[config.mk]
export PLATFORM = sky130hd
export DESIGN_NAME = isink_dac_link
export DESIGN_NICKNAME = d
export VERILOG_FILES = /design/src/rtl/sdac_pkg.sv /design/src/rtl/sdac_line_filter.sv /design/src/rtl/sdac_bus_events.sv /design/src/rtl/sdac_xfer_fsm.sv /design/src/rtl/isink_dac_link.sv
export SDC_FILE = /design/constraint.sdc
export NUM_CORES = 1
export LEC_CHECK = 0
export ABC_AREA = 1
export BUFFER_PORTS_ARGS = -buffer_cell sky130_fd_sc_hd__buf_2
export CORE_MARGIN = 10
export CORE_UTILIZATION = 60
export CTS_BUF_LIST = sky130_fd_sc_hd__clkbuf_16
export DETAILED_ROUTE_END_ITERATION = 10
export PLACE_DENSITY = 0.8
export SYNTH_ARGS = -nofsm -noshare
export SYNTH_HDL_FRONTEND = slang
export SYNTH_HIERARCHICAL = 1
export SYNTH_SLANG_ARGS = --single-unit
export TNS_END_PERCENT = 20
[constraint.sdc]
create_clock -name clk -period 4.4 [get_ports clk]
set_clock_uncertainty 0.05 [all_clocks]
set_input_delay 0.88 -clock clk [delete_from_list [all_inputs] [get_ports clk]]
set_output_delay 0.88 -clock clk [all_outputs]
set_load 0.01 [all_outputs]
[src/rtl/sdac_pkg.sv]
package sdac_pkg;

    typedef enum logic [2:0] {
        PH_IDLE  = 3'd0,
        PH_ADDR  = 3'd1,
        PH_WDATA = 3'd2,
        PH_RDATA = 3'd3,
        PH_DONE  = 3'd4
    } phase_e;

    typedef struct packed {
        logic start;
        logic stop;
        logic rise;
        logic fall;
        logic sda;
    } bus_evt_t;

endpackage

[src/rtl/sdac_line_filter.sv]
module sdac_line_filter #(
    parameter int FILT_LEN = 6
) (
    input  logic clk,
    input  logic rst_n,
    input  logic line_i,
    output logic line_o
);
    localparam int CW = $clog2(FILT_LEN + 1);

    typedef struct packed {
        logic          s1;
        logic          s2;
        logic          filt;
        logic [CW-1:0] cnt;
    } flt_st_t;

    flt_st_t flt_d, flt_q;

    always_comb begin
        flt_d    = flt_q;
        flt_d.s1 = line_i;
        flt_d.s2 = flt_q.s1;
        if (flt_q.s2 != flt_q.filt) begin
            if (flt_q.cnt == CW'(FILT_LEN - 1)) begin
                flt_d.filt = flt_q.s2;
                flt_d.cnt  = '0;
            end else begin
                flt_d.cnt = flt_q.cnt + CW'(1);
            end
        end else begin
            flt_d.cnt = '0;
        end
    end

    always_ff @(posedge clk or negedge rst_n) begin
        if (!rst_n) begin
            flt_q <= '{s1: 1'b1, s2: 1'b1, filt: 1'b1, cnt: '0};
        end else begin
            flt_q <= flt_d;
        end
    end

    assign line_o = flt_q.filt;

    logic sync_w;
    assign sync_w = flt_q.s2;

    AST_FILT_HELD_INPUT: assert property (@(posedge clk) disable iff (!rst_n)
        (line_o != $past(line_o)) |-> ($past(sync_w, 2) == line_o));

endmodule

[src/rtl/sdac_bus_events.sv]
module sdac_bus_events
    import sdac_pkg::*;
(
    input  logic     clk,
    input  logic     rst_n,
    input  logic     scl_f,
    input  logic     sda_f,
    output bus_evt_t evt_o
);
    typedef struct packed {
        logic scl_p;
        logic sda_p;
    } evt_st_t;

    evt_st_t ev_d, ev_q;

    always_comb begin
        ev_d.scl_p = scl_f;
        ev_d.sda_p = sda_f;
    end

    always_ff @(posedge clk or negedge rst_n) begin
        if (!rst_n) begin
            ev_q <= '{scl_p: 1'b1, sda_p: 1'b1};
        end else begin
            ev_q <= ev_d;
        end
    end

    always_comb begin
        evt_o.start = scl_f && ev_q.scl_p && ev_q.sda_p && !sda_f;
        evt_o.stop  = scl_f && ev_q.scl_p && !ev_q.sda_p && sda_f;
        evt_o.rise  = scl_f && !ev_q.scl_p;
        evt_o.fall  = !scl_f && ev_q.scl_p;
        evt_o.sda   = sda_f;
    end

endmodule

[src/rtl/sdac_xfer_fsm.sv]
module sdac_xfer_fsm
    import sdac_pkg::*;
#(
    parameter logic [6:0] DEV_ADDR = 7'b0001100,
    parameter int         DC_BITS  = 2,
    parameter int         REG_W    = 16,
    parameter int         CODE_W   = 10,
    parameter int         CODE_LSB = 4,
    parameter int         PD_POS   = 15
) (
    input  logic              clk,
    input  logic              rst_n,
    input  bus_evt_t          evt_i,
    output logic              sda_oe_o,
    output logic [CODE_W-1:0] dac_code_o,
    output logic              soft_pd_o
);
    localparam int MATCH_W = 7 - DC_BITS;

    typedef struct packed {
        phase_e            phase;
        logic [3:0]        cnt;
        logic              byte_idx;
        logic              oe;
        logic              mack;
        logic [7:0]        ash;
        logic [REG_W-1:0]  inreg;
        logic [REG_W-1:0]  rsh;
        logic              dac_pd;
        logic [CODE_W-1:0] dac_code;
    } fsm_st_t;

    fsm_st_t st_d, st_q;
    logic    addr_hit;

    assign addr_hit = (st_q.ash[7 -: MATCH_W] == DEV_ADDR[6 -: MATCH_W]);

    always_comb begin
        st_d = st_q;
        if (evt_i.start) begin
            st_d.phase    = PH_ADDR;
            st_d.cnt      = 4'd0;
            st_d.oe       = 1'b0;
            st_d.byte_idx = 1'b0;
        end else if (evt_i.stop) begin
            st_d.phase = PH_IDLE;
            st_d.cnt   = 4'd0;
            st_d.oe    = 1'b0;
        end else if (evt_i.rise) begin
            if ((st_q.phase == PH_ADDR || st_q.phase == PH_WDATA ||
                 st_q.phase == PH_RDATA) && st_q.cnt < 4'd9) begin
                st_d.cnt = st_q.cnt + 4'd1;
            end
            case (st_q.phase)
                PH_ADDR: begin
                    if (st_q.cnt < 4'd8) st_d.ash = {st_q.ash[6:0], evt_i.sda};
                end
                PH_WDATA: begin
                    if (st_q.cnt < 4'd8) st_d.inreg = {st_q.inreg[REG_W-2:0], evt_i.sda};
                end
                PH_RDATA: begin
                    if (st_q.cnt == 4'd8) st_d.mack = !evt_i.sda;
                end
                default: ;
            endcase
        end else if (evt_i.fall) begin
            case (st_q.phase)
                PH_ADDR: begin
                    if (st_q.cnt == 4'd8) begin
                        if (addr_hit) st_d.oe = 1'b1;
                        else          st_d.phase = PH_IDLE;
                    end else if (st_q.cnt == 4'd9) begin
                        st_d.cnt      = 4'd0;
                        st_d.byte_idx = 1'b0;
                        if (st_q.ash[0]) begin
                            st_d.phase = PH_RDATA;
                            st_d.rsh   = st_q.inreg;
                            st_d.oe    = !st_q.inreg[REG_W-1];
                        end else begin
                            st_d.phase = PH_WDATA;
                            st_d.oe    = 1'b0;
                        end
                    end
                end
                PH_WDATA: begin
                    if (st_q.cnt == 4'd8) begin
                        st_d.oe = 1'b1;
                    end else if (st_q.cnt == 4'd9) begin
                        st_d.oe  = 1'b0;
                        st_d.cnt = 4'd0;
                        if (!st_q.byte_idx) begin
                            st_d.byte_idx = 1'b1;
                        end else begin
                            st_d.phase    = PH_DONE;
                            st_d.dac_pd   = st_q.inreg[PD_POS];
                            st_d.dac_code = st_q.inreg[CODE_LSB +: CODE_W];
                        end
                    end
                end
                PH_RDATA: begin
                    if (st_q.cnt >= 4'd1 && st_q.cnt <= 4'd7) begin
                        st_d.rsh = {st_q.rsh[REG_W-2:0], 1'b0};
                        st_d.oe  = !st_q.rsh[REG_W-2];
                    end else if (st_q.cnt == 4'd8) begin
                        st_d.rsh = {st_q.rsh[REG_W-2:0], 1'b0};
                        st_d.oe  = 1'b0;
                    end else if (st_q.cnt == 4'd9) begin
                        st_d.cnt = 4'd0;
                        if (!st_q.byte_idx && st_q.mack) begin
                            st_d.byte_idx = 1'b1;
                            st_d.oe       = !st_q.rsh[REG_W-1];
                        end else begin
                            st_d.phase = PH_DONE;
                            st_d.oe    = 1'b0;
                            if (st_q.byte_idx) st_d.inreg = '0;
                        end
                    end
                end
                default: ;
            endcase
        end
    end

    always_ff @(posedge clk or negedge rst_n) begin
        if (!rst_n) begin
            st_q <= '{phase: PH_IDLE, cnt: 4'd0, byte_idx: 1'b0, oe: 1'b0,
                      mack: 1'b0, ash: 8'd0, inreg: '0, rsh: '0,
                      dac_pd: 1'b0, dac_code: '0};
        end else begin
            st_q <= st_d;
        end
    end

    assign sda_oe_o   = st_q.oe;
    assign dac_code_o = st_q.dac_code;
    assign soft_pd_o  = st_q.dac_pd;

    logic             ev_fall_w, ev_start_w, wr_last_w, oe_w;
    logic [CODE_W:0]  out_w;
    phase_e           ph_w;
    logic [3:0]       cnt_w;
    assign ev_fall_w  = evt_i.fall;
    assign ev_start_w = evt_i.start;
    assign wr_last_w  = (st_q.phase == PH_WDATA) && st_q.byte_idx;
    assign oe_w       = st_q.oe;
    assign out_w      = {st_q.dac_pd, st_q.dac_code};
    assign ph_w       = st_q.phase;
    assign cnt_w      = st_q.cnt;

    AST_START_REARMS: assert property (@(posedge clk) disable iff (!rst_n)
        ev_start_w |=> (ph_w == PH_ADDR && cnt_w == 4'd0 && !oe_w));

    AST_OE_ON_FALL: assert property (@(posedge clk) disable iff (!rst_n)
        $rose(oe_w) |-> $past(ev_fall_w));

    AST_IDLE_RELEASED: assert property (@(posedge clk) disable iff (!rst_n)
        (ph_w == PH_IDLE || ph_w == PH_DONE) |-> !oe_w);

    AST_OUT_AFTER_LAST_ACK: assert property (@(posedge clk) disable iff (!rst_n)
        !$stable(out_w) |-> $past(ev_fall_w && wr_last_w));

    AST_CNT_LIMIT: assert property (@(posedge clk) disable iff (!rst_n)
        cnt_w <= 4'd9);

endmodule

[src/rtl/isink_dac_link.sv]
module isink_dac_link
    import sdac_pkg::*;
#(
    parameter int         FILT_LEN = 6,
    parameter logic [6:0] DEV_ADDR = 7'b0001100,
    parameter int         DC_BITS  = 2,
    parameter int         CODE_W   = 10
) (
    input  logic              clk,
    input  logic              rst_n,
    input  logic              scl_i,
    input  logic              sda_i,
    output logic              sda_oe_o,
    input  logic              pd_pin_i,
    output logic [CODE_W-1:0] dac_code_o,
    output logic              pwr_down_o
);
    localparam int N_LINES  = 2;
    localparam int REG_W    = 16;
    localparam int PD_POS   = REG_W - 1;
    localparam int CODE_LSB = PD_POS - 1 - CODE_W;

    logic [N_LINES-1:0] raw_w;
    logic [N_LINES-1:0] filt_w;
    bus_evt_t           evt_w;
    logic               soft_pd_w;

    assign raw_w = {sda_i, scl_i};

    for (genvar li = 0; li < N_LINES; li++) begin : g_line
        sdac_line_filter #(.FILT_LEN(FILT_LEN)) flt_i (
            .clk    (clk),
            .rst_n  (rst_n),
            .line_i (raw_w[li]),
            .line_o (filt_w[li])
        );
    end

    sdac_bus_events evt_i (
        .clk   (clk),
        .rst_n (rst_n),
        .scl_f (filt_w[0]),
        .sda_f (filt_w[1]),
        .evt_o (evt_w)
    );

    sdac_xfer_fsm #(
        .DEV_ADDR (DEV_ADDR),
        .DC_BITS  (DC_BITS),
        .REG_W    (REG_W),
        .CODE_W   (CODE_W),
        .CODE_LSB (CODE_LSB),
        .PD_POS   (PD_POS)
    ) fsm_i (
        .clk        (clk),
        .rst_n      (rst_n),
        .evt_i      (evt_w),
        .sda_oe_o   (sda_oe_o),
        .dac_code_o (dac_code_o),
        .soft_pd_o  (soft_pd_w)
    );

    assign pwr_down_o = pd_pin_i | soft_pd_w;

endmodule

Yosys cells after proc, flatten, opt, wreduce, memory -nomap -nowiden
Index checks and enable logic that the tools add are counted.
{"block": "totals", "in_bits": 5, "reg_bits": 75, "out_inout_bits": 12}
{"block": "classes", "mux": 54, "n_bitwise": 5, "reduce_logical": 42, "n_lt_le_gt_ge": 4, "n_eq_ne": 50, "n_addsub": 3}
{"operator": "16-bit 2-to-1 mux", "count": 14}
{"operator": "9-bit 2-to-1 mux", "count": 5}
{"operator": "5-bit by 4-bit inequality test with 1-bit output, second input constant", "count": 9}
{"operator": "11-bit 2-to-1 mux", "count": 4}
{"operator": "43-bit 2-to-1 mux", "count": 1}
{"operator": "16-bit case mux with 2 select lines", "count": 1}
{"operator": "3-bit 2-to-1 mux", "count": 9}
{"operator": "9-bit case mux with 3 select lines", "count": 1}
{"operator": "8-bit 2-to-1 mux", "count": 3}
{"operator": "3-bit by 2-bit inequality test with 1-bit output, second input constant", "count": 8}
{"operator": "4-bit by 3-bit inequality test with 1-bit output, second input constant", "count": 6}
{"operator": "12-bit AND reduction", "count": 2}
{"operator": "2-bit nonzero test", "count": 6}
{"operator": "1-bit 2-to-1 mux", "count": 11}
{"operator": "11-bit AND reduction", "count": 1}
{"operator": "1-bit logical AND", "count": 10}
{"operator": "2-bit by 1-bit inequality test with 1-bit output, second input constant", "count": 5}
{"operator": "2-bit inequality test, second input constant", "count": 5}
{"operator": "10-bit AND reduction", "count": 1}
{"operator": "5-bit AND reduction", "count": 2}
{"operator": "9-bit AND reduction", "count": 1}
{"operator": "4-bit equality test, second input constant", "count": 2}
{"operator": "1-bit zero test", "count": 8}
{"operator": "4-bit < comparator, second input constant", "count": 2}
{"operator": "30 further kinds", "count": 41}

Longest topological paths before layout
{"block": "logic_depth", "depth_word": 11, "mapped_depth": 12}

Modules after synthesis
Netlist, hierarchy kept.
{"mod": "sdac_xfer_fsm", "cells_each": 386, "instances": 1, "seq_area_each_um2": 1526.5, "area_per_inst_um2": 3384.5}
{"mod": "sdac_line_filter (g_line[0].flt_i)", "cells_each": 27, "instances": 1, "seq_area_each_um2": 153.9, "area_per_inst_um2": 242.7}
{"mod": "sdac_line_filter (g_line[1].flt_i)", "cells_each": 25, "instances": 1, "seq_area_each_um2": 153.9, "area_per_inst_um2": 234.0}
{"mod": "sdac_bus_events", "cells_each": 14, "instances": 1, "seq_area_each_um2": 52.6, "area_per_inst_um2": 101.3}
{"mod": "isink_dac_link", "cells_each": 3, "instances": 1, "seq_area_each_um2": 0.0, "area_per_inst_um2": 11.3}

Least setup slack after synthesis
No wires, ideal clock.
{"block": "synth_timing", "kind": "input-to-output", "start": "in pd_pin_i", "end": "out pwr_down_o", "t_arrival_ns": 0.990, "required_ns": 3.470, "path_slack_ns": 2.480, "path_stages": 2, "n_path_buf": 0, "path_cell_list": "inv_1 > nand2_1"}
{"block": "synth_via", "elab_chain_len": 1}
{"item": "start, declared", "line": "isink_dac_link.sv:14", "source": "input logic pd_pin_i,"}
{"item": "1-bit bitwise OR", "line": "isink_dac_link.sv:63", "source": "assign pwr_down_o = pd_pin_i | soft_pd_w;"}
{"item": "end, declared", "line": "isink_dac_link.sv:16", "source": "output logic pwr_down_o"}
Every way passes these cells.

==> impl_metrics.yaml <==
setup_path:
  path_class: "reg2reg"
  reg2reg_depth: 9
  timing.rr.start: "g_line[1].flt_i/line_o"
  crit_fanout: 17
  critical-path-max-stage-delay_ns: 0.76
  r2r-end: "fsm_i/soft_pd_o"
  crit_family: "simple AND/OR/NAND/NOR gates"
  startpoint_type: "flip-flop"
  critPathBufInv: 1
  crit_required_ns: 4.55
  worstPathCellList: "inv_1 > nand2_1 > nor2_1 > nor2_4 > nand3_2 > nor3_1 > nand2_1 > nand2_1 > o21ai_0"
  crit_top_cell: "nand2_1"
  reg2reg_slack_ns: 1.47
  worst_setup_path_end_kind: "flip-flop"
  cpMaxStageDelayCell: "nor3_1"
  path_depth: 9
  worstPathArrival_ns: 3.07
min_path:
  hp-class: "reg2reg"
  whs_path_depth: 0
  hold_path_startpoint: "g_line[0].flt_i/flt_d[4]"
  holdPathEnd: "g_line[0].flt_i/sync_w"
detailed_routing:
  drt-total-wl_um: 7680
  drtAntennaViolNets: 0
  drt_iter0_markers: 177
  drc: 0
  routed-via-count: 2950
  wl_per_cell_um: 14.25
  viasPerCell: 5.473
  dr.pass1.iters: 5
run_status:
  status: "finished, final reports clean"
die:
  die_h_um: 101.4
  die_w_um: 101.4
  io_pins: 17
  num_rows: 29
  die_area_mm2: 0.01028
  start_util_pct: 62.23
  core_area_mm2: 0.006386
power:
  switching_share_pct: 35.76
  power_density_mw_per_mm2: 541.2
  intPower_mw: 1.478
  p_seq_share_pct: 38.2
  power_frac_comb_pct: 28.1
  pwr-share-clk_pct: 33.6
  leakage_nw: 2.161
  total_power_mw: 2.301
  p_switching_uw: 822.9
  irDropWorstVdd_mv: 0.3423
timing:
  max_slew_margin_pct: 35.37
  rsz0062_at_grt: "false"
  worstMarginPinSlew_ns: 0.9620
  whs_ns: 0.3066
  finalSetupTns_ns: 0
  drv_slew: 0
  period_needed_ns: 2.927
  max_freq_ghz: 0.3417
  hold_viol_final: 0
  finalSetupViolations: 0
  timing.final.crit_share_pct: 66.51
synth:
  synth_top_area_share_pct: 42.19
  synthArstFlopShare_pct: 100.0
  synth_cells: 455
  yosys-top-cells-count: "nand2_1, dfrtp_1, inv_1, nand3_1, o21ai_2"
  yosysMostFrequentCell: "nand2_1"
  synth.distinct_cells: 35
  syn_nets: 463
  synth_area_leaders: "dfrtp_1, nand2_1, o21ai_2"
  syn_area_per_cell_um2: 8.734
  synth_edf_count: 0
  ys_seq_area_share_pct: 47.48
  synth_ff_type: "dfrtp_1"
  ys_ff_latch: 75
  synth_top_cell_by_area: "dfrtp_1"
  yosysWarnings: 6
  syn_area_mm2: 0.003974
placement:
  place_congestion: 0.9549
  port_buffers: 16
  dp_hpwl_um: 5324
layout:
  area_growth_syn_to_layout_pct: 6.990
  drive_above_1_share_pct: 22.29
  nets: 465
  seqCellArea_mm2: 0.001887
  multi_input_area_mm2: 0.001692
  post-route-util_pct: 66.58
  fillCellCount: 509
  antenna_cells: 0
grt:
  grt_pass1_vias: 2842
  grt_pass1_wl_um: 13190
  overflow: 0
  grt_antenna_before_repair: 0
  grt_max_degree: 76
  gr-usage-all-layers_pct: 15.73
cts:
  insertion_delay_ns: 0.32
  cts-buffers-inserted: 9
  cts_hold_buf: 0
  cts_tree: "built"
  clock-root-buffer: "clkbuf_16"
  cts_resized: 0
  post_cts_buffers: 0
  clk_pin_slew_worst_paths_ns: 0.06
  h-tree-depth: 3
  cts.path.max_buffers: 2
  clock-sinks: 75
job:
  drv_cap: 0
-- cell usage in the layout, fill, tap and decap left out, types with 3 or more instances in the layout --
cell type    n
nand2_1    126
dfrtp_1     67
inv_1       40
nand3_1     39
o21ai_2     32
nor2_1      31
buf_2       15
mux2i_1     14
nand2_2     13
o21ai_0     13
clkbuf_16    9
dfstp_2      8
a21oi_1      7
nand4_1      5
nand3_2      4
nor3_1       4
nand3b_1     4
clkinv_2     3
inv_2        3
ha_1         3
buf_4        3
-- power by group through the flow --
stage	registers [mW]	logic [mW]	clock network, mW
finish	0.880	0.647	0.774
global route	0.896	0.730	0.822
CTS	0.880	0.641	0.794
floorplan	0.871	0.536	0
global placement	0.883	0.621	0
detailed placement	0.892	0.639	0
-- how the worst max path moves through the flow --
stage,start,to,slack [ns]
global placement,g_line[1].flt_i/line_o,fsm_i/soft_pd_o,1.64
global route,g_line[1].flt_i/line_o,fsm_i/soft_pd_o,1.13
CTS,g_line[1].flt_i/line_o,fsm_i/soft_pd_o,1.51
finish,g_line[1].flt_i/line_o,fsm_i/soft_pd_o,1.47
detailed placement,g_line[1].flt_i/line_o,fsm_i/soft_pd_o,1.51
floorplan,pd_pin_i,pwr_down_o,2.48
-- logic make-up after synthesis --
kind of cell,after synthesis,share of synthesized area (%)
AOI/OAI and AO/OA,57,10.64
xor gates and xnor gates,3,0.6613
adders and majority gates,3,0.9447
buffers and inverters,70,9.949
DFF,75,47.48
muxes,15,3.810
and+or+nand+nor,232,26.51
-- layer usage --
metal  track usage (%)  vias to the layer above  part of all wire [%]
met3             2.995                       11                   5.2
met4             6.217                        0                   1.3
met2             24.71                       73                    47
met1             20.97                     1405                    46
li1                  -                     1461                     -
met5                 0                        -                     0
-- registers in the layout, indices dropped and copies added (netlist names), 3 cells and up --
| signal | flops |
|---|---|
| fsm_i/dac_code_o | 10 |
| fsm_i/ph_w | 3 |
| fsm_i/cnt_w | 4 |
| g_line.flt_i/flt_q | 6 |
| fsm_i/st_q | 42 |
-- metrics by stage --
step / setup WS (ns) / area, µm² / instances
2_1_floorplan: 2.480 / 3974 / 455
3_3_place_gp: 1.641 / 3935 / 523
3_5_place_dp: 1.508 / 3935 / 523
4_1_cts: 1.508 / 4252 / 539
5_1_grt: 1.128 / 4252 / 539
6_report: 1.473 / 4252 / 539
-- cell type report --
class                      instances  share of cell area (%)
multi-input combinational        310                   39.79
timing repair buffer              18                   2.295
tap                               77                   2.266
clock inverter                     7                   2.148
sequential                        75                   44.38
clock buffer                       9                   5.297
inverter                          43                   3.826
Power figures use the tool's default switching activity.
